$ cat config.mk
export PLATFORM = sky130hd
export DESIGN_NAME = eag_top
export DESIGN_NICKNAME = d
export VERILOG_FILES = /design/src/rtl/eag_pkg.sv /design/src/rtl/eag_ctrl.sv /design/src/rtl/eag_dpath.sv /design/src/rtl/eag_top.sv
export SDC_FILE = /design/constraint.sdc
export NUM_CORES = 1
export LEC_CHECK = 0
export BUFFER_PORTS_ARGS = -buffer_cell sky130_fd_sc_hd__buf_2
export CAP_MARGIN = 20
export CORE_MARGIN = 4
export CORE_UTILIZATION = 51
export DETAILED_ROUTE_END_ITERATION = 12
export HOLD_SLACK_MARGIN = 0.1
export PLACE_DENSITY = 0.86
export SYNTH_ARGS = -nofsm -noshare
export SYNTH_HDL_FRONTEND = slang
export SYNTH_SLANG_ARGS = --single-unit
$ cat constraint.sdc
create_clock -name clk -period 4.15 [get_ports clk]
set_clock_uncertainty 0.1 [all_clocks]
set_input_delay 0.2075 -clock clk [delete_from_list [all_inputs] [get_ports clk]]
set_output_delay 0.2075 -clock clk [all_outputs]
set_load 0.01 [all_outputs]
$ cat src/rtl/eag_pkg.sv
package eag_pkg;
  localparam int FIELD_W = 12;
  localparam int MODE_W  = 4;

  typedef enum logic [MODE_W-1:0] {
    M_BRA8   = 4'd0,
    M_BRA12  = 4'd1,
    M_PCREG  = 4'd2,
    M_REGD4  = 4'd3,
    M_BASED8 = 4'd4,
    M_PCD8   = 4'd5,
    M_IMMLOG = 4'd6,
    M_IMMARI = 4'd7,
    M_IMMTRP = 4'd8
  } mode_e;

  typedef enum logic [1:0] {B_PC, B_REG, B_BASE, B_ZERO} baseSel_e;
  typedef enum logic [2:0] {O_SEXT8, O_SEXT12, O_ZEXT4, O_ZEXT8, O_REG} offSel_e;

  typedef struct packed {
    logic     load;
    logic     forceZero;
    baseSel_e baseSel;
    offSel_e  offSel;
    logic [1:0] shAmt;
  } strobe_t;
endpackage

$ cat src/rtl/eag_ctrl.sv
module eag_ctrl
  import eag_pkg::*;
(
  input  logic              clk,
  input  logic              rst,
  input  logic              inVld,
  input  logic [MODE_W-1:0] mode,
  input  logic [1:0]        opSize,
  output strobe_t           st,
  output logic              outVld,
  output logic              err
);
  logic bad;

  always_comb begin
    st.load      = inVld;
    st.forceZero = 1'b0;
    st.baseSel   = B_ZERO;
    st.offSel    = O_ZEXT8;
    st.shAmt     = 2'd0;
    bad          = 1'b0;
    case (mode)
      M_BRA8:   begin st.baseSel = B_PC;   st.offSel = O_SEXT8;  st.shAmt = 2'd1; end
      M_BRA12:  begin st.baseSel = B_PC;   st.offSel = O_SEXT12; st.shAmt = 2'd1; end
      M_PCREG:  begin st.baseSel = B_PC;   st.offSel = O_REG; end
      M_REGD4:  begin st.baseSel = B_REG;  st.offSel = O_ZEXT4; st.shAmt = opSize; bad = (opSize == 2'd3); end
      M_BASED8: begin st.baseSel = B_BASE; st.offSel = O_ZEXT8; st.shAmt = opSize; bad = (opSize == 2'd3); end
      M_PCD8:   begin st.baseSel = B_PC;   st.offSel = O_ZEXT8; st.shAmt = opSize; bad = (opSize == 2'd3); end
      M_IMMLOG: begin st.offSel = O_ZEXT8; end
      M_IMMARI: begin st.offSel = O_SEXT8; end
      M_IMMTRP: begin st.offSel = O_ZEXT8; st.shAmt = 2'd2; end
      default:  bad = 1'b1;
    endcase
    if (bad) begin
      st.forceZero = 1'b1;
      st.shAmt     = 2'd0;
    end
  end

  always_ff @(posedge clk) begin
    if (rst) begin
      outVld <= 1'b0;
      err    <= 1'b0;
    end else begin
      outVld <= inVld;
      err    <= inVld & bad;
    end
  end

  // issue produces a valid output at the next edge
  a_r10_issue: assert property (@(posedge clk) disable iff (rst) inVld |=> outVld);
  // no issue, no output
  a_r10_idle: assert property (@(posedge clk) disable iff (rst) !inVld |=> !outVld);
  // error flag only accompanies a valid output
  a_r11_err_with_vld: assert property (@(posedge clk) disable iff (rst) err |-> outVld);
endmodule

$ cat src/rtl/eag_dpath.sv
module eag_dpath
  import eag_pkg::*;
#(
  parameter int DATA_W = 32
) (
  input  logic               clk,
  input  logic               rst,
  input  strobe_t            st,
  input  logic [FIELD_W-1:0] field,
  input  logic [DATA_W-1:0]  pc,
  input  logic [DATA_W-1:0]  regVal,
  input  logic [DATA_W-1:0]  baseVal,
  output logic [DATA_W-1:0]  result
);
  logic [DATA_W-1:0] baseV, offV, sum;

  always_comb begin
    case (st.baseSel)
      B_PC:    baseV = pc;
      B_REG:   baseV = regVal;
      B_BASE:  baseV = baseVal;
      default: baseV = '0;
    endcase
    case (st.offSel)
      O_SEXT8:  offV = {{(DATA_W-8){field[7]}}, field[7:0]};
      O_SEXT12: offV = {{(DATA_W-12){field[11]}}, field[11:0]};
      O_ZEXT4:  offV = {{(DATA_W-4){1'b0}}, field[3:0]};
      O_ZEXT8:  offV = {{(DATA_W-8){1'b0}}, field[7:0]};
      default:  offV = regVal;
    endcase
    sum = baseV + (offV << st.shAmt);
  end

  always_ff @(posedge clk) begin
    if (rst) result <= '0;
    else if (st.load) result <= st.forceZero ? '0 : sum;
  end

  // a rejected operation leaves a zero result
  a_r11_zero_result: assert property (@(posedge clk) disable iff (rst)
    (st.load && st.forceZero) |=> (result == '0));
  // result holds while nothing is issued
  a_r10_hold: assert property (@(posedge clk) disable iff (rst)
    !st.load |=> $stable(result));
endmodule

$ cat src/rtl/eag_top.sv
module eag_top
  import eag_pkg::*;
#(
  parameter int DATA_W = 32
) (
  input  logic               clk,
  input  logic               rst,
  input  logic               inVld,
  input  logic [MODE_W-1:0]  mode,
  input  logic [1:0]         opSize,
  input  logic [FIELD_W-1:0] field,
  input  logic [DATA_W-1:0]  pc,
  input  logic [DATA_W-1:0]  regVal,
  input  logic [DATA_W-1:0]  baseVal,
  output logic               outVld,
  output logic [DATA_W-1:0]  result,
  output logic               err
);
  strobe_t st;

  eag_ctrl i_ctrl (
    .clk(clk), .rst(rst), .inVld(inVld), .mode(mode), .opSize(opSize),
    .st(st), .outVld(outVld), .err(err)
  );

  eag_dpath #(.DATA_W(DATA_W)) i_dpath (
    .clk(clk), .rst(rst), .st(st), .field(field), .pc(pc),
    .regVal(regVal), .baseVal(baseVal), .result(result)
  );

  // trap vectors are always word aligned
  a_r9_trap_aligned: assert property (@(posedge clk) disable iff (rst)
    (inVld && mode == M_IMMTRP) |=> (result[1:0] == 2'b00 && !err));
endmodule

==> report_table.html, run 1 <==
<table>
<tr><th>Metric</th><th>Value</th></tr>
<tr><th colspan="2">Floorplan</th></tr>
<tr><td>Floorplan die height</td><td>97.0 um</td></tr>
<tr><td>I/O Pins</td><td>151</td></tr>
<tr><td>Row Count</td><td>32</td></tr>
<tr><td>Die area</td><td>9400 um^2</td></tr>
<tr><td>Die outline width</td><td>97.0 um</td></tr>
<tr><td>Effective utilization at floorplan</td><td>52.2%</td></tr>
<tr><td>Core area</td><td>7730 um^2</td></tr>
<tr><th colspan="2">Logic synthesis</th></tr>
<tr><td>Number of distinct library cells after synthesis</td><td>59</td></tr>
<tr><td>Synthesized net count</td><td>705</td></tr>
<tr><td>Number of register bits inferred by synthesis</td><td>34</td></tr>
<tr><td>Share of flip-flops with an asynchronous set or reset</td><td>0%</td></tr>
<tr><td>Part of the Yosys area used for sequential elements</td><td>16.9%</td></tr>
<tr><td>Post-synthesis cell count</td><td>556</td></tr>
<tr><td>Yosys warning total</td><td>0</td></tr>
<tr><td>Post-synthesis instance area</td><td>4040 um^2</td></tr>
<tr><td>Number of enable-type register cells in the synthesized netlist</td><td>0</td></tr>
<tr><td>Synth Area per Inst</td><td>7.26 um^2</td></tr>
<tr><td>Primary FF master, synth</td><td>sky130_fd_sc_hd__dfxtp_1</td></tr>
<tr><th colspan="2">Timing</th></tr>
<tr><td>Relative slew slack</td><td>57.4%</td></tr>
<tr><td>Number of endpoints with negative hold slack in the final report</td><td>0</td></tr>
<tr><td>Final number of max-transition violations</td><td>0</td></tr>
<tr><td>Worst Max-Slew Pin Slew</td><td>0.637 ns</td></tr>
<tr><td>Unrepaired setup endpoints after global routing</td><td>false</td></tr>
<tr><td>Final setup TNS</td><td>0 ns</td></tr>
<tr><td>Highest clock rate</td><td>0.267 GHz</td></tr>
<tr><td>Final critical delay including setup and external delays</td><td>3.75 ns</td></tr>
<tr><td>Part of the cycle the worst path needs</td><td>90.4%</td></tr>
<tr><td>Final-report setup violation count</td><td>0</td></tr>
<tr><th colspan="2">Placement</th></tr>
<tr><td>Last weighted congestion value of the routability-driven placer</td><td>0.913</td></tr>
<tr><td>Cell area reported after detailed placement</td><td>4940 um^2</td></tr>
<tr><td>Half-perimeter wire length after placement</td><td>10700 um</td></tr>
<tr><td>IO buf count</td><td>150</td></tr>
<tr><th colspan="2">Min path</th></tr>
<tr><td>Type of the most critical hold path</td><td>in -&gt; reg</td></tr>
<tr><td>End of the worst hold path</td><td>i_dpath.result[6]</td></tr>
<tr><td>Startpoint of the tightest hold check path</td><td>rst</td></tr>
<tr><td>Count of cells along the worst hold path</td><td>2</td></tr>
<tr><th colspan="2">Clock tree</th></tr>
<tr><td>Number of buffers created by CTS</td><td>5</td></tr>
<tr><td>Clock latency reported for the late side of the worst-skew pair</td><td>0.29 ns</td></tr>
<tr><td>Clock tree from TritonCTS</td><td>built</td></tr>
<tr><td>Count of clock tree sinks</td><td>34</td></tr>
<tr><td>Number of buffers inserted by post-CTS setup repair</td><td>0</td></tr>
<tr><td>Buffer type at the clock tree root</td><td>sky130_fd_sc_hd__clkbuf_8</td></tr>
<tr><td>Bufs on Longest Clock Path</td><td>2</td></tr>
<tr><td>Clock transition at path regs</td><td>0.08 ns</td></tr>
<tr><td>H-tree depth reported by CTS</td><td>2</td></tr>
<tr><th colspan="2">Final layout</th></tr>
<tr><td>Layout area overhead</td><td>26.1%</td></tr>
<tr><td>Proportion of layout cells with a drive suffix above 1</td><td>28.5%</td></tr>
<tr><td>End-of-flow core utilization</td><td>65.9%</td></tr>
<tr><td>Antenna Diode Count</td><td>0</td></tr>
<tr><td>Post-layout instance area</td><td>5090 um^2</td></tr>
<tr><td>Total number of nets in the final design</td><td>850</td></tr>
<tr><th colspan="2">Global routing</th></tr>
<tr><td>Global-route wire length before repair</td><td>22100 um</td></tr>
<tr><td>Largest net degree at the start of global routing</td><td>25</td></tr>
<tr><td>Initial antenna violation count</td><td>0</td></tr>
<tr><td>GRT overflow</td><td>0</td></tr>
<tr><td>Number of global-route vias before repair</td><td>4788</td></tr>
<tr><td>Total Routing Usage GR</td><td>27.8%</td></tr>
<tr><th colspan="2">Critical path</th></tr>
<tr><td>Slowest cell delay on critical path</td><td>0.48 ns</td></tr>
<tr><td>Worst Setup End Kind</td><td>register</td></tr>
<tr><td>Startpoint of the lowest-slack register-to-register path</td><td>i_dpath.result[14]</td></tr>
<tr><td>Required @ worst endpoint</td><td>4.21 ns</td></tr>
<tr><td>Arrival time reported for the critical path endpoint</td><td>3.81 ns</td></tr>
<tr><td>Flop-to-flop setup slack</td><td>3.31 ns</td></tr>
<tr><td>Cell breakdown of the critical path</td><td>buf_2 &gt; nor2_1 &gt; nand2_1 &gt; nor2_1 &gt; nand2_1 &gt; a21boi_0 &gt; and2_1 &gt; ha_1 &gt; inv_1 &gt; fa_1 &gt; nand2b_1 &gt; a21oi_1 &gt; o31ai_2 &gt; a2111oi_4 &gt; o211ai_2 &gt; a21oi_2 &gt; a211oi_2 &gt; xor2_1 &gt; o21ai_1</td></tr>
<tr><td>Critical register-to-register path endpoint</td><td>i_dpath.result[14]</td></tr>
<tr><td>CP max-delay cell</td><td>sky130_fd_sc_hd__a2111oi_4</td></tr>
<tr><td>Element type at the critical path start</td><td>primary input</td></tr>
<tr><td>WS Path Type</td><td>in -&gt; reg</td></tr>
<tr><td>Worst reg-to-reg path cell count</td><td>3</td></tr>
<tr><td>Maximum net fanout on the critical path</td><td>13</td></tr>
<tr><th colspan="2">Routing</th></tr>
<tr><td>Number of routed nets with antenna violations</td><td>0</td></tr>
<tr><td>Vias</td><td>4878</td></tr>
<tr><td>Aggregate routed wire length</td><td>13600 um</td></tr>
<tr><td>Number of vias per cell</td><td>6.07</td></tr>
<tr><td>Post-route DRC</td><td>0</td></tr>
<tr><td>Violation count after the first detailed-routing iteration</td><td>376</td></tr>
<tr><td>Average routed wire per standard cell</td><td>16.9 um</td></tr>
<tr><td>Number of iterations in the first detailed-routing pass</td><td>9</td></tr>
<tr><th colspan="2">Run</th></tr>
<tr><td>Max-cap violation count</td><td>0</td></tr>
<tr><th colspan="2">Pwr</th></tr>
<tr><td>Power density over cell area</td><td>245 nW/um^2</td></tr>
<tr><td>Pleak</td><td>2.67 nW</td></tr>
<tr><td>Largest vdd supply drop</td><td>0.250 mV</td></tr>
<tr><th colspan="2">Run status</th></tr>
<tr><td>Result of the run</td><td>completed</td></tr>
</table>
## cell usage in the layout, fill, tap and decap left out, drive strengths merged, types with 3 or more instances in the layout
cell type	netlist	layout
a211oi	7	7
a21boi	5	5
a21o	15	15
a21oi	49	49
a222oi	31	31
a31oi	5	5
and2	7	7
and3	6	6
buf	4	168
clkbuf	26	5
dfxtp	34	34
ha	31	31
inv	46	46
mux2	4	4
mux2i	12	12
nand2	53	53
nand2b	18	18
nand3	9	9
nand3b	3	3
nand4	4	4
nor2	45	45
nor2b	10	10
nor3	8	8
nor3b	4	4
o211ai	3	3
o21a	24	24
o21ai	42	42
o21bai	3	3
o221ai	3	3
o31ai	5	5
or3	4	4
xnor2	9	9
xor2	9	9
## worst max path at each step
| stage | startpoint | to | slack (ns) | cells past startpoint |
|---|---|---|---|---|
| 6_report | mode[3] | i_dpath.result[30] | 0.40 | 19 |
| 5_1_grt | mode[3] | i_dpath.result[30] | 0.009 | 19 |
| 4_1_cts | mode[1] | i_dpath.result[30] | 0.36 | 18 |
| 3_5_place_dp | mode[1] | i_dpath.result[30] | 0.08 | 18 |
| 3_3_place_gp | mode[1] | i_dpath.result[30] | 0.20 | 18 |
| 2_1_floorplan | mode[3] | i_dpath.result[30] | 0.50 | 20 |
## cells in the mapped netlist (all sizes together) (2+ instances only)
cell type | number | area share [%]
xnor2 | 9 | 2.0
nand2 | 53 | 5.0
and3 | 6 | 0.93
nor2 | 45 | 4.2
o21bai | 3 | 0.56
a21o | 15 | 2.8
nand2b | 18 | 2.8
a31oi | 5 | 0.77
nor2b | 10 | 1.5
nor3b | 4 | 0.74
buf | 4 | 0.50
a21boi | 5 | 0.93
a222oi | 31 | 7.7
ha | 31 | 9.6
dfxtp | 34 | 17
mux2 | 4 | 1.1
or3 | 4 | 0.62
nand4 | 4 | 0.62
o211ai | 3 | 0.81
xor2 | 9 | 2.0
o21a | 24 | 4.5
a211oi | 7 | 1.7
clkbuf | 26 | 2.4
o21ai | 42 | 5.2
and2 | 7 | 1.1
a22oi | 2 | 0.37
nand3 | 9 | 1.1
a21oi | 49 | 6.4
o221ai | 3 | 0.65
a32o | 2 | 0.50
mux2i | 12 | 3.0
o31ai | 5 | 1.2
nand3b | 3 | 0.56
or2 | 2 | 0.31
inv | 46 | 4.3
nor3 | 8 | 0.99
## layout make-up
class                   count  area [um^2]
repair buffers            168          886
fillers                   684         2640
inverters                  46          173
flip-flops and latches     34          681
multi-input cells         446         3080
clock inverters             3         68.8
clock buffers               5         68.8
well taps                 102          128
## flip-flops by register name (all words and copies together) (netlist names)
register	count
i_ctrl.outVld	1
i_ctrl.err	1
i_dpath.result	32
## critical path: cells and delay by family
family	cells	cell delay [ns]
and+or+nand+nor	6	0.97
AOI/OAI and AO/OA	8	1.60
adders and majority gates	2	0.56
buffers and inverters	2	0.26
xor gates and xnor gates	1	0.20
## per-stage QoR
step	setup WS [ns]	total power, mW	cells	hold slack [ns]
floorplan	0.497	0.689	556	0.298
global placement	0.199	0.849	796	0.335
detailed placement	0.0765	0.860	796	0.337
CTS	0.364	1.23	804	0.160
global route	0.00947	1.31	804	0.171
finish	0.399	1.25	804	0.157
## kinds of logic (layout without fill, tap and decap cells)
| group | after synthesis | after routing | synth area share [%] |
|---|---|---|---|
| xor gates and xnor gates | 18 | 18 | 3.91 |
| and+or+nand+nor | 175 | 175 | 21.1 |
| adders and majority gates | 32 | 32 | 10.1 |
| DFF | 34 | 34 | 16.9 |
| AOI/OAI and AO/OA | 205 | 205 | 36.7 |
| muxes | 16 | 16 | 4.09 |
| buffers and inverters | 76 | 222 | 7.19 |
## power breakdown
| part | internal [mW] | switching (mW) | leakage (nW) |
|---|---|---|---|
| registers | 0.344 | 0.00870 | 0.276 |
| logic | 0.222 | 0.292 | 2.33 |
| clock network | 0.241 | 0.140 | 0.0683 |
| total | 0.807 | 0.441 | 2.67 |
## layer usage
layer / vias to the layer above / GRT usage (%) / part of all wire [%]
met5: - / 0 / 0
met3: 37 / 5.91 / 9.3
met1: 2237 / 33.5 / 39
li1: 2336 / - / -
met2: 268 / 48.2 / 48
met4: 0 / 10.3 / 3.6
## repair_timing
action,CTS,global route
gates resized for setup,0,2
endpoints found under the setup margin,0,4
hold buffers,0,0
Note: power is estimated with default switching activity, not from simulation.
==> inputs of run 2 (changes only) <==
CORE_UTILIZATION = 52   (was 51)
CTS_BUF_LIST = sky130_fd_sc_hd__clkbuf_4   (was unset)
PLACE_DENSITY = 0.88   (was 0.86)
==> run 2 against run 1 <==
First-iteration DRC count increased by 0.27%. Critical endpoint unchanged. Critical path depth unchanged. Global-route usage increased by 2.8 points.
==> report_table.html, run 2 (same netlist as run 1, synthesis figures left out) <==
<table>
<tr><th>Metric</th><th>Value</th></tr>
<tr><th colspan="2">Routing</th></tr>
<tr><td>Number of vias per cell</td><td>6.20 (+2.1%)</td></tr>
<tr><td>Number of routed nets with antenna violations</td><td>0 (unchanged)</td></tr>
<tr><td>Post-route DRC</td><td>0 (unchanged)</td></tr>
<tr><td>Vias</td><td>4944 (+1.4%)</td></tr>
<tr><td>Violation count after the first detailed-routing iteration</td><td>377 (+0.27%)</td></tr>
<tr><td>Aggregate routed wire length</td><td>13700 um (+0.63%)</td></tr>
<tr><td>Number of iterations in the first detailed-routing pass</td><td>6 (-3)</td></tr>
<tr><td>Average routed wire per standard cell</td><td>17.1 um (+1.4%)</td></tr>
<tr><th colspan="2">Global routing</th></tr>
<tr><td>Initial antenna violation count</td><td>0 (unchanged)</td></tr>
<tr><td>Largest net degree at the start of global routing</td><td>25 (unchanged)</td></tr>
<tr><td>Total Routing Usage GR</td><td>30.6% (+2.8 points)</td></tr>
<tr><td>Global-route wire length before repair</td><td>22500 um (+1.6%)</td></tr>
<tr><td>GRT overflow</td><td>0 (unchanged)</td></tr>
<tr><td>Number of global-route vias before repair</td><td>4861 (+1.5%)</td></tr>
<tr><th colspan="2">Pwr</th></tr>
<tr><td>Power share of the sequential group</td><td>29.5% (+1.3 points)</td></tr>
<tr><td>Internal power</td><td>0.756 mW (-6.3%)</td></tr>
<tr><td>Largest vdd supply drop</td><td>0.191 mV (-24%)</td></tr>
<tr><td>Pleak</td><td>2.65 nW (-0.75%)</td></tr>
<tr><td>Share of total power in the clock network</td><td>27.1% (-3.4 points)</td></tr>
<tr><td>Share of total power consumed by net switching</td><td>36.7% (+1.4 points)</td></tr>
<tr><td>Fraction of power consumed by combinational cells</td><td>43.3% (+2.1 points)</td></tr>
<tr><td>Power density over cell area</td><td>236 nW/um^2 (-3.7%)</td></tr>
<tr><td>Sw Pwr</td><td>0.438 mW (-0.66%)</td></tr>
<tr><th colspan="2">Placement</th></tr>
<tr><td>Last weighted congestion value of the routability-driven placer</td><td>1.02 (+12%)</td></tr>
<tr><td>Half-perimeter wire length after placement</td><td>10900 um (+1.2%)</td></tr>
<tr><td>IO buf count</td><td>150 (unchanged)</td></tr>
<tr><td>Worst setup slack before clock tree synthesis</td><td>-0.0878 ns (-0.164 ns)</td></tr>
<tr><td>Cell area reported after detailed placement</td><td>4930 um^2 (-0.18%)</td></tr>
<tr><th colspan="2">Final layout</th></tr>
<tr><td>Proportion of layout cells with a drive suffix above 1</td><td>28.0% (-0.45 points)</td></tr>
<tr><td>Number of flip-flops under the largest register name</td><td>32 (unchanged)</td></tr>
<tr><td>Leading cell types in the layout, fill and taps excluded</td><td>150 x sky130_fd_sc_hd__buf_2, 51 x sky130_fd_sc_hd__nand2_1, 46 x sky130_fd_sc_hd__inv_1, 46 x sky130_fd_sc_hd__a21oi_1, 43 x sky130_fd_sc_hd__nor2_1</td></tr>
<tr><td>Regs by FF count</td><td>i_dpath.result: 32 flops, i_ctrl.err: 1 flops, i_ctrl.outVld: 1 flops</td></tr>
<tr><td>Total number of nets in the final design</td><td>847 (-0.35%)</td></tr>
<tr><td>Commonest non-fill, non-tap cell in the layout</td><td>sky130_fd_sc_hd__buf_2</td></tr>
<tr><td>Post-layout instance area</td><td>5050 um^2 (-0.69%)</td></tr>
<tr><td>Layout area overhead</td><td>25.2%</td></tr>
<tr><td>Largest reg by FF count</td><td>i_dpath.result</td></tr>
<tr><td>End-of-flow core utilization</td><td>68.2% (+2.4 points)</td></tr>
<tr><td>Antenna Diode Count</td><td>0 (unchanged)</td></tr>
<tr><th colspan="2">Clock tree</th></tr>
<tr><td>Bufs on Longest Clock Path</td><td>2 (unchanged)</td></tr>
<tr><td>Number of buffers created by CTS</td><td>5 (unchanged)</td></tr>
<tr><td>Clock transition at path regs</td><td>0.13 ns (+0.05 ns)</td></tr>
<tr><td>Buffer type at the clock tree root</td><td>sky130_fd_sc_hd__clkbuf_4</td></tr>
<tr><td>Clock tree from TritonCTS</td><td>built</td></tr>
<tr><td>Clock latency reported for the late side of the worst-skew pair</td><td>0.35 ns (+0.06 ns)</td></tr>
<tr><td>Count of clock tree sinks</td><td>34 (unchanged)</td></tr>
<tr><td>Number of buffers inserted by post-CTS setup repair</td><td>0 (unchanged)</td></tr>
<tr><td>H-tree depth reported by CTS</td><td>2 (unchanged)</td></tr>
<tr><th colspan="2">Timing</th></tr>
<tr><td>Worst Max-Slew Pin Slew</td><td>0.662 ns (+0.0250 ns)</td></tr>
<tr><td>Unrepaired setup endpoints after global routing</td><td>false</td></tr>
<tr><td>Final setup TNS</td><td>0 ns (unchanged)</td></tr>
<tr><td>Final critical delay including setup and external delays</td><td>3.92 ns (+0.173 ns)</td></tr>
<tr><td>Relative slew slack</td><td>55.7% (-1.7 points)</td></tr>
<tr><td>Final number of max-transition violations</td><td>0 (unchanged)</td></tr>
<tr><td>Highest clock rate</td><td>0.255 GHz (-4.4%)</td></tr>
<tr><td>Number of endpoints with negative hold slack in the final report</td><td>0 (unchanged)</td></tr>
<tr><td>Final-report setup violation count</td><td>0 (unchanged)</td></tr>
<tr><td>Post-Route Hold Slack</td><td>0.173 ns (+0.0166 ns)</td></tr>
<tr><td>Worst setup slack after layout</td><td>0.226 ns (-0.173 ns)</td></tr>
<tr><td>Part of the cycle the worst path needs</td><td>94.6% (+4.2 points)</td></tr>
<tr><th colspan="2">Critical path</th></tr>
<tr><td>WS Path Type</td><td>in -&gt; reg</td></tr>
<tr><td>Flop-to-flop setup slack</td><td>3.28 ns (-0.03 ns)</td></tr>
<tr><td>Element type at the critical path start</td><td>primary input</td></tr>
<tr><td>Worst Setup End Kind</td><td>register</td></tr>
<tr><td>CP max-delay cell</td><td>sky130_fd_sc_hd__a2111oi_4</td></tr>
<tr><td>Most frequent cell on the critical path</td><td>sky130_fd_sc_hd__o21ai_1</td></tr>
<tr><td>Slowest cell delay on critical path</td><td>0.50 ns (+0.02 ns)</td></tr>
<tr><td>Cell breakdown of the critical path</td><td>buf_2 &gt; o21ai_1 &gt; a31oi_1 &gt; or2_1 &gt; buf_12 &gt; a21boi_0 &gt; and2_1 &gt; ha_1 &gt; inv_1 &gt; fa_1 &gt; nand2b_1 &gt; a21oi_1 &gt; o31ai_2 &gt; a2111oi_4 &gt; o211ai_2 &gt; a21oi_2 &gt; a211oi_2 &gt; xor2_1 &gt; o21ai_1</td></tr>
<tr><td>Startpoint of the lowest-slack register-to-register path</td><td>i_dpath.result[4]</td></tr>
<tr><td>CP bufs+invs</td><td>3 (+1)</td></tr>
<tr><td>Worst reg-to-reg path cell count</td><td>3 (unchanged)</td></tr>
<tr><td>Maximum net fanout on the critical path</td><td>18 (+5)</td></tr>
<tr><td>Critical register-to-register path endpoint</td><td>i_dpath.result[4]</td></tr>
<tr><td>Required @ worst endpoint</td><td>4.29 ns (+0.08 ns)</td></tr>
<tr><td>Cell class contributing the biggest share of worst-path delay</td><td>compound AO/OA/AOI/OAI gates</td></tr>
<tr><td>Arrival time reported for the critical path endpoint</td><td>4.07 ns (+0.26 ns)</td></tr>
<tr><th colspan="2">Floorplan</th></tr>
<tr><td>Effective utilization at floorplan</td><td>54.5% (+2.2 points)</td></tr>
<tr><td>Die area</td><td>9240 um^2 (-1.8%)</td></tr>
<tr><td>I/O Pins</td><td>151 (unchanged)</td></tr>
<tr><td>Core area</td><td>7410 um^2 (-4.1%)</td></tr>
<tr><td>Row Count</td><td>31 (-3.1%)</td></tr>
<tr><td>Die outline width</td><td>96.1 um (-0.89%)</td></tr>
<tr><td>Floorplan die height</td><td>96.1 um (-0.89%)</td></tr>
<tr><th colspan="2">Run status</th></tr>
<tr><td>Result of the run</td><td>completed</td></tr>
<tr><th colspan="2">Min path</th></tr>
<tr><td>End of the worst hold path</td><td>i_dpath.result[11]</td></tr>
<tr><td>Startpoint of the tightest hold check path</td><td>inVld</td></tr>
<tr><td>Type of the most critical hold path</td><td>in -&gt; reg</td></tr>
<tr><td>Count of cells along the worst hold path</td><td>3 (+1)</td></tr>
<tr><th colspan="2">Run</th></tr>
<tr><td>Max-cap violation count</td><td>0 (unchanged)</td></tr>
</table>
## run 2: changes by cell type in the layout (fill, tap and decap cells not counted), moves of 2 or more
cell / before / now
sky130_fd_sc_hd__buf_4: 18 / 12
sky130_fd_sc_hd__clkbuf_4: 0 / 5
sky130_fd_sc_hd__clkbuf_8: 5 / 0
sky130_fd_sc_hd__buf_12: 0 / 2
## run 2: how the worst max path moves through the flow
| stage | depth (start not counted) | from | slack (ns) | to |
|---|---|---|---|---|
| 6_report | 19 | mode[1] | 0.23 | i_dpath.result[30] |
| 5_1_grt | 19 | mode[1] | 0.03 | i_dpath.result[30] |
| 4_1_cts | 19 | mode[3] | 0.28 | i_dpath.result[30] |
| 3_5_place_dp | 19 | mode[3] | -0.09 | i_dpath.result[30] |
| 3_3_place_gp | 19 | mode[1] | 0.07 | i_dpath.result[30] |
| 2_1_floorplan | 20 | mode[3] | 0.50 | i_dpath.result[30] |
## run 2: metrics by stage
| step | power [mW] | cells |
|---|---|---|
| 6_report | 1.19 | 798 |
| 5_1_grt | 1.26 | 798 |
| 4_1_cts | 1.18 | 798 |
| 3_5_place_dp | 0.864 | 789 |
| 3_3_place_gp | 0.849 | 788 |
| 2_1_floorplan | 0.689 | 556 |
## run 2: power by group through the flow
stage,logic [mW],clock network (mW),registers [mW]
CTS,0.509,0.322,0.352
global route,0.570,0.338,0.354
detailed placement,0.504,0,0.360
global placement,0.489,0,0.359
finish,0.517,0.324,0.353
floorplan,0.322,0,0.368
## run 2: tightest hold or removal path, cell delays in order
cell and delay (ns):
sky130_fd_sc_hd__buf_2 0.22, sky130_fd_sc_hd__nand3_1 0.11, sky130_fd_sc_hd__a21oi_1 0.06
## run 2: layout make-up
class / instances / area, um^2
fill: 642 / 2350
tap: 99 / 124
multi-input combinational: 446 / 3080
clock buffer: 5 / 37.5
timing repair buffer: 165 / 891
sequential: 34 / 681
inverter: 46 / 173
clock inverter: 3 / 68.8
## run 2: per-layer routing
layer | part of all wire (%) | GRT usage, % | routed length, um | vias up
met5 | 0 | 0 | 0 | -
met1 | 39 | 36.2 | 5280 | 2294
met3 | 9.1 | 5.39 | 1240 | 41
met2 | 50 | 55.0 | 6780 | 273
li1 | - | - | - | 2336
met4 | 2.7 | 10.8 | 369 | 0
## run 2: timing repair
action | 4_1_cts | 5_1_grt
hold buffers | 1 | 0
endpoints found under the setup margin | 0 | 4
resized for setup | 0 | 2
endpoints found under the hold margin | 3 | 0
==> inputs of run 3 (changes only) <==
--- a/config.mk
+++ b/config.mk
@@ -6,8 +6,9 @@
 export NUM_CORES = 1
 export LEC_CHECK = 0
+export ABC_AREA = 1
 export BUFFER_PORTS_ARGS = -buffer_cell sky130_fd_sc_hd__buf_2
 export CAP_MARGIN = 20
 export CORE_MARGIN = 4
-export CORE_UTILIZATION = 52
+export CORE_UTILIZATION = 54
 export CTS_BUF_LIST = sky130_fd_sc_hd__clkbuf_4
 export DETAILED_ROUTE_END_ITERATION = 12
--- a/constraint.sdc
+++ b/constraint.sdc
@@ -3,3 +3,3 @@
 set_input_delay 0.2075 -clock clk [delete_from_list [all_inputs] [get_ports clk]]
 set_output_delay 0.2075 -clock clk [all_outputs]
-set_load 0.01 [all_outputs]
+set_load 0.02 [all_outputs]
==> run 3 against run 2 <==
Synthesized area rose by 19%. Synthesized cell count rose by 62%. Sequential share of layout area fell by 1.4 points. Fmax rose by 27%. Via count rose by 20%. Register-to-register slack improved by 0.09 ns. Routed wire length rose by 7.7%. Sequential power barely moved. Clock power fell by 46%. Global-route usage fell by 2.3 points. Critical endpoint is now i_dpath.result[28].
==> report_table.html, run 3 <==
<table>
<tr><th>Metric</th><th>Value</th></tr>
<tr><th colspan="2">Routing</th></tr>
<tr><td>Post-route DRC</td><td>0 (unchanged)</td></tr>
<tr><td>Aggregate routed wire length</td><td>14700 um (+7.7%)</td></tr>
<tr><td>Vias</td><td>5934 (+20%)</td></tr>
<tr><td>Average routed wire per standard cell</td><td>12.8 um (-25%)</td></tr>
<tr><td>Number of iterations in the first detailed-routing pass</td><td>6 (unchanged)</td></tr>
<tr><td>Number of vias per cell</td><td>5.17 (-16%)</td></tr>
<tr><td>Violation count after the first detailed-routing iteration</td><td>296 (-21%)</td></tr>
<tr><td>Number of routed nets with antenna violations</td><td>0 (unchanged)</td></tr>
<tr><th colspan="2">Timing</th></tr>
<tr><td>Part of the cycle the worst path needs</td><td>74.7% (-20 points)</td></tr>
<tr><td>Final-report setup violation count</td><td>0 (unchanged)</td></tr>
<tr><td>Unrepaired setup endpoints after global routing</td><td>false</td></tr>
<tr><td>Number of endpoints with negative hold slack in the final report</td><td>0 (unchanged)</td></tr>
<tr><td>Worst Max-Slew Pin Slew</td><td>0.722 ns (+0.0601 ns)</td></tr>
<tr><td>Relative slew slack</td><td>51.7% (-3.9 points)</td></tr>
<tr><td>Final number of max-transition violations</td><td>0 (unchanged)</td></tr>
<tr><td>Final critical delay including setup and external delays</td><td>3.10 ns (-0.826 ns)</td></tr>
<tr><td>Highest clock rate</td><td>0.323 GHz (+27%)</td></tr>
<tr><td>Final setup TNS</td><td>0 ns (unchanged)</td></tr>
<tr><th colspan="2">Min path</th></tr>
<tr><td>Type of the most critical hold path</td><td>in -&gt; reg</td></tr>
<tr><td>Startpoint of the tightest hold check path</td><td>opSize[0]</td></tr>
<tr><td>Count of cells along the worst hold path</td><td>5 (+2)</td></tr>
<tr><th colspan="2">Final layout</th></tr>
<tr><td>Proportion of layout cells with a drive suffix above 1</td><td>18.3% (-9.8 points)</td></tr>
<tr><td>Antenna Diode Count</td><td>0 (unchanged)</td></tr>
<tr><td>Largest reg by FF count</td><td>i_dpath.result</td></tr>
<tr><td>Commonest non-fill, non-tap cell in the layout</td><td>sky130_fd_sc_hd__nand2_1</td></tr>
<tr><td>Regs by FF count</td><td>i_dpath.result: 32 flops, i_ctrl.err: 1 flops, i_ctrl.outVld: 1 flops</td></tr>
<tr><td>Layout area overhead</td><td>18.0%</td></tr>
<tr><td>Number of flip-flops under the largest register name</td><td>32 (unchanged)</td></tr>
<tr><td>Number of standard cells in the layout, taps in and fillers out</td><td>1147 (+44%)</td></tr>
<tr><td>Leading cell types in the layout, fill and taps excluded</td><td>375 x sky130_fd_sc_hd__nand2_1, 150 x sky130_fd_sc_hd__buf_2, 137 x sky130_fd_sc_hd__inv_1</td></tr>
<tr><td>Number of fill cells</td><td>925 (+44%)</td></tr>
<tr><td>Total number of nets in the final design</td><td>1188 (+40%)</td></tr>
<tr><th colspan="2">Critical path</th></tr>
<tr><td>Worst reg-to-reg path cell count</td><td>2 (-1)</td></tr>
<tr><td>Required @ worst endpoint</td><td>4.32 ns (+0.03 ns)</td></tr>
<tr><td>Startpoint of the lowest-slack register-to-register path</td><td>i_dpath.result[6]</td></tr>
<tr><td>Arrival time reported for the critical path endpoint</td><td>3.27 ns (-0.80 ns)</td></tr>
<tr><td>Slowest cell delay on critical path</td><td>0.37 ns (-0.13 ns)</td></tr>
<tr><td>Maximum net fanout on the critical path</td><td>21 (+3)</td></tr>
<tr><td>Worst Setup End Kind</td><td>register</td></tr>
<tr><td>Most frequent cell on the critical path</td><td>sky130_fd_sc_hd__nand2_1</td></tr>
<tr><td>Cell breakdown of the critical path</td><td>buf_2 &gt; nor2_4 &gt; nand2_4 &gt; nand2_4 &gt; nand3_2 &gt; nand2_4 &gt; inv_2 &gt; nand2_4 &gt; nand2_1 &gt; o21ai_0 &gt; or2_0 &gt; nand2_1 &gt; ha_1 &gt; nand2_1 &gt; nor2_1 &gt; and2_1 &gt; nand2_1 &gt; nand3_1 &gt; nand2_1 &gt; nand3b_1 &gt; nand3_1 &gt; a21oi_1</td></tr>
<tr><td>Critical Path Start</td><td>mode[3]</td></tr>
<tr><td>CP max-delay cell</td><td>sky130_fd_sc_hd__ha_1</td></tr>
<tr><td>Element type at the critical path start</td><td>primary input</td></tr>
<tr><td>WS Path Type</td><td>in -&gt; reg</td></tr>
<tr><th colspan="2">Logic synthesis</th></tr>
<tr><td>Top-count cell post-synth</td><td>sky130_fd_sc_hd__nand2_1</td></tr>
<tr><td>Multiplexer share of the synthesized area</td><td>1.25% (-2.8 points)</td></tr>
<tr><td>Area share of xor/xnor cells in the synthesized design</td><td>1.46% (-2.4 points)</td></tr>
<tr><td>Number of enable-type register cells in the synthesized netlist</td><td>0 (unchanged)</td></tr>
<tr><td>Fraction of synthesized cell area taken by the top area cell type</td><td>29.3% (+12 points)</td></tr>
<tr><td>Synthesized-area fraction occupied by adder cells</td><td>8.50% (-1.6 points)</td></tr>
<tr><td>Yosys warning total</td><td>0 (unchanged)</td></tr>
<tr><td>Synth Area in Compound Gates</td><td>14.3% (-22 points)</td></tr>
<tr><td>Area fraction in and, or, nand and nor cells after synthesis</td><td>46.5% (+25 points)</td></tr>
<tr><td>Combinational family with the most area after synthesis</td><td>simple AND/OR/NAND/NOR gates</td></tr>
<tr><td>Cells taking the most area after synthesis</td><td>sky130_fd_sc_hd__nand2_1 29%, sky130_fd_sc_hd__dfxtp_1 14%, sky130_fd_sc_hd__inv_1 11%, sky130_fd_sc_hd__ha_1 8.1%, sky130_fd_sc_hd__a21oi_1 6.7%</td></tr>
<tr><td>Yosys top cell by area</td><td>sky130_fd_sc_hd__nand2_1</td></tr>
<tr><td>Part of the Yosys area used for sequential elements</td><td>14.2% (-2.7 points)</td></tr>
<tr><td>Synthesized net count</td><td>1049 (+49%)</td></tr>
<tr><td>Commonest cells in the netlist</td><td>375 x sky130_fd_sc_hd__nand2_1, 137 x sky130_fd_sc_hd__inv_1, 64 x sky130_fd_sc_hd__a21oi_1, 59 x sky130_fd_sc_hd__nand3_1, 57 x sky130_fd_sc_hd__nor2_1</td></tr>
<tr><td>Synth Area per Inst</td><td>5.33 um^2 (-27%)</td></tr>
<tr><td>Number of distinct library cells after synthesis</td><td>41 (-31%)</td></tr>
<tr><td>Number of register bits inferred by synthesis</td><td>34 (unchanged)</td></tr>
<tr><td>Post-synthesis instance area</td><td>4800 um^2 (+19%)</td></tr>
<tr><td>Primary FF master, synth</td><td>sky130_fd_sc_hd__dfxtp_1</td></tr>
<tr><td>Share of flip-flops with an asynchronous set or reset</td><td>0% (unchanged)</td></tr>
<tr><td>Post-synthesis cell count</td><td>900 (+62%)</td></tr>
<tr><th colspan="2">Clock tree</th></tr>
<tr><td>Buffer type at the clock tree root</td><td>sky130_fd_sc_hd__clkbuf_4</td></tr>
<tr><td>Number of buffers created by CTS</td><td>5 (unchanged)</td></tr>
<tr><td>Clock transition at path regs</td><td>0.11 ns (-0.02 ns)</td></tr>
<tr><td>Bufs on Longest Clock Path</td><td>2 (unchanged)</td></tr>
<tr><td>H-tree depth reported by CTS</td><td>2 (unchanged)</td></tr>
<tr><td>Post-CTS Hold Fix Bufs</td><td>0 (-1)</td></tr>
<tr><td>Total of cells resized after clock tree synthesis</td><td>0 (unchanged)</td></tr>
<tr><td>Clock latency reported for the late side of the worst-skew pair</td><td>0.33 ns (-0.02 ns)</td></tr>
<tr><td>Count of clock tree sinks</td><td>34 (unchanged)</td></tr>
<tr><td>Clock tree from TritonCTS</td><td>built</td></tr>
<tr><td>Number of buffers inserted by post-CTS setup repair</td><td>0 (unchanged)</td></tr>
<tr><th colspan="2">Pwr</th></tr>
<tr><td>Largest vdd supply drop</td><td>0.124 mV (-35%)</td></tr>
<tr><td>Pleak</td><td>3.42 nW (+29%)</td></tr>
<tr><td>Power density over cell area</td><td>190 nW/um^2 (-20%)</td></tr>
<tr><th colspan="2">Floorplan</th></tr>
<tr><td>Effective utilization at floorplan</td><td>55.3% (+0.82 points)</td></tr>
<tr><td>Row Count</td><td>34 (+9.7%)</td></tr>
<tr><td>Die area</td><td>10500 um^2 (+13%)</td></tr>
<tr><td>Core area</td><td>8680 um^2 (+17%)</td></tr>
<tr><td>I/O Pins</td><td>151 (unchanged)</td></tr>
<tr><td>Die outline width</td><td>102 um (+6.4%)</td></tr>
<tr><td>Floorplan die height</td><td>102 um (+6.4%)</td></tr>
<tr><th colspan="2">Global routing</th></tr>
<tr><td>Number of global-route vias before repair</td><td>5449 (+12%)</td></tr>
<tr><td>Initial antenna violation count</td><td>0 (unchanged)</td></tr>
<tr><td>Total Routing Usage GR</td><td>28.3% (-2.3 points)</td></tr>
<tr><td>GRT overflow</td><td>0 (unchanged)</td></tr>
<tr><td>Global-route wire length before repair</td><td>23900 um (+6.6%)</td></tr>
<tr><td>Largest net degree at the start of global routing</td><td>36 (+44%)</td></tr>
<tr><th colspan="2">Run status</th></tr>
<tr><td>Result of the run</td><td>completed</td></tr>
<tr><th colspan="2">Run</th></tr>
<tr><td>Max-cap violation count</td><td>0 (unchanged)</td></tr>
<tr><th colspan="2">Placement</th></tr>
<tr><td>Half-perimeter wire length after placement</td><td>12500 um (+15%)</td></tr>
<tr><td>IO buf count</td><td>150 (unchanged)</td></tr>
<tr><td>Total instance count after detailed placement</td><td>1140 (+44%)</td></tr>
<tr><td>Last weighted congestion value of the routability-driven placer</td><td>0.967 (-5.6%)</td></tr>
</table>
run 3: metal layers:
| metal | vias up | wire, um | GRT usage [%] |
|---|---|---|---|
| met5 | - | 0 | 0 |
| met4 | 0 | 769 | 13.6 |
| met3 | 66 | 816 | 3.69 |
| met2 | 204 | 7120 | 51.0 |
| met1 | 2567 | 6020 | 32.8 |
| li1 | 3097 | - | - |
run 3: path summary, 6_finish.rpt:
check	end	slack, ns
setup / recovery	i_dpath.result[28]	1.05
hold / removal	i_ctrl.err	0.22
setup reg to reg	i_dpath.result[6]	3.37
hold reg to reg	i_dpath.result[7]	0.37
run 3: cell families (layout without fill, tap and decap cells):
| kind of cell | Yosys count | after routing |
|---|---|---|
| xor+xnor | 8 | 8 |
| flops | 34 | 34 |
| mux | 6 | 6 |
| simple gates | 532 | 532 |
| fa+ha+maj | 32 | 32 |
| buf+inv | 169 | 308 |
| compound gates | 119 | 119 |
run 3: final cells by class:
cell class,instances,area (um^2),area share [%]
clock inverters,2,10.0,0.177
inverters,145,548,9.68
repair buffers,156,796,14.1
flip-flops and latches,34,681,12.0
clock buffers,5,37.5,0.663
well taps,108,135,2.39
multi-input cells,697,3460,61.0
run 3: per-stage QoR:
step                      area [um^2]  total power [mW]  worst slack, ns  hold slack [ns]  utilization, %
final                            5660              1.08             1.05            0.221            65.3
after global placement           5620             0.900            0.808            0.350            64.7
after floorplan                  4800             0.730             1.46            0.382               -
after CTS                        5660              1.08             1.13            0.219            65.3
after global routing             5660              1.16            0.774            0.239            65.3
after detailed placement         5620             0.905            0.768            0.352            64.7
run 3: critical path, delay by kind of cell:
kind | cells | cell delay [ns]
buf+inv | 2 | 0.20
fa+ha+maj | 1 | 0.37
compound gates | 2 | 0.27
simple gates | 17 | 2.19
run 3: power breakdown:
group / switching [mW] / internal, mW
Combinational: 0.344 / 0.202
Sequential: 0.00917 / 0.346
Clock: 0.115 / 0.0609
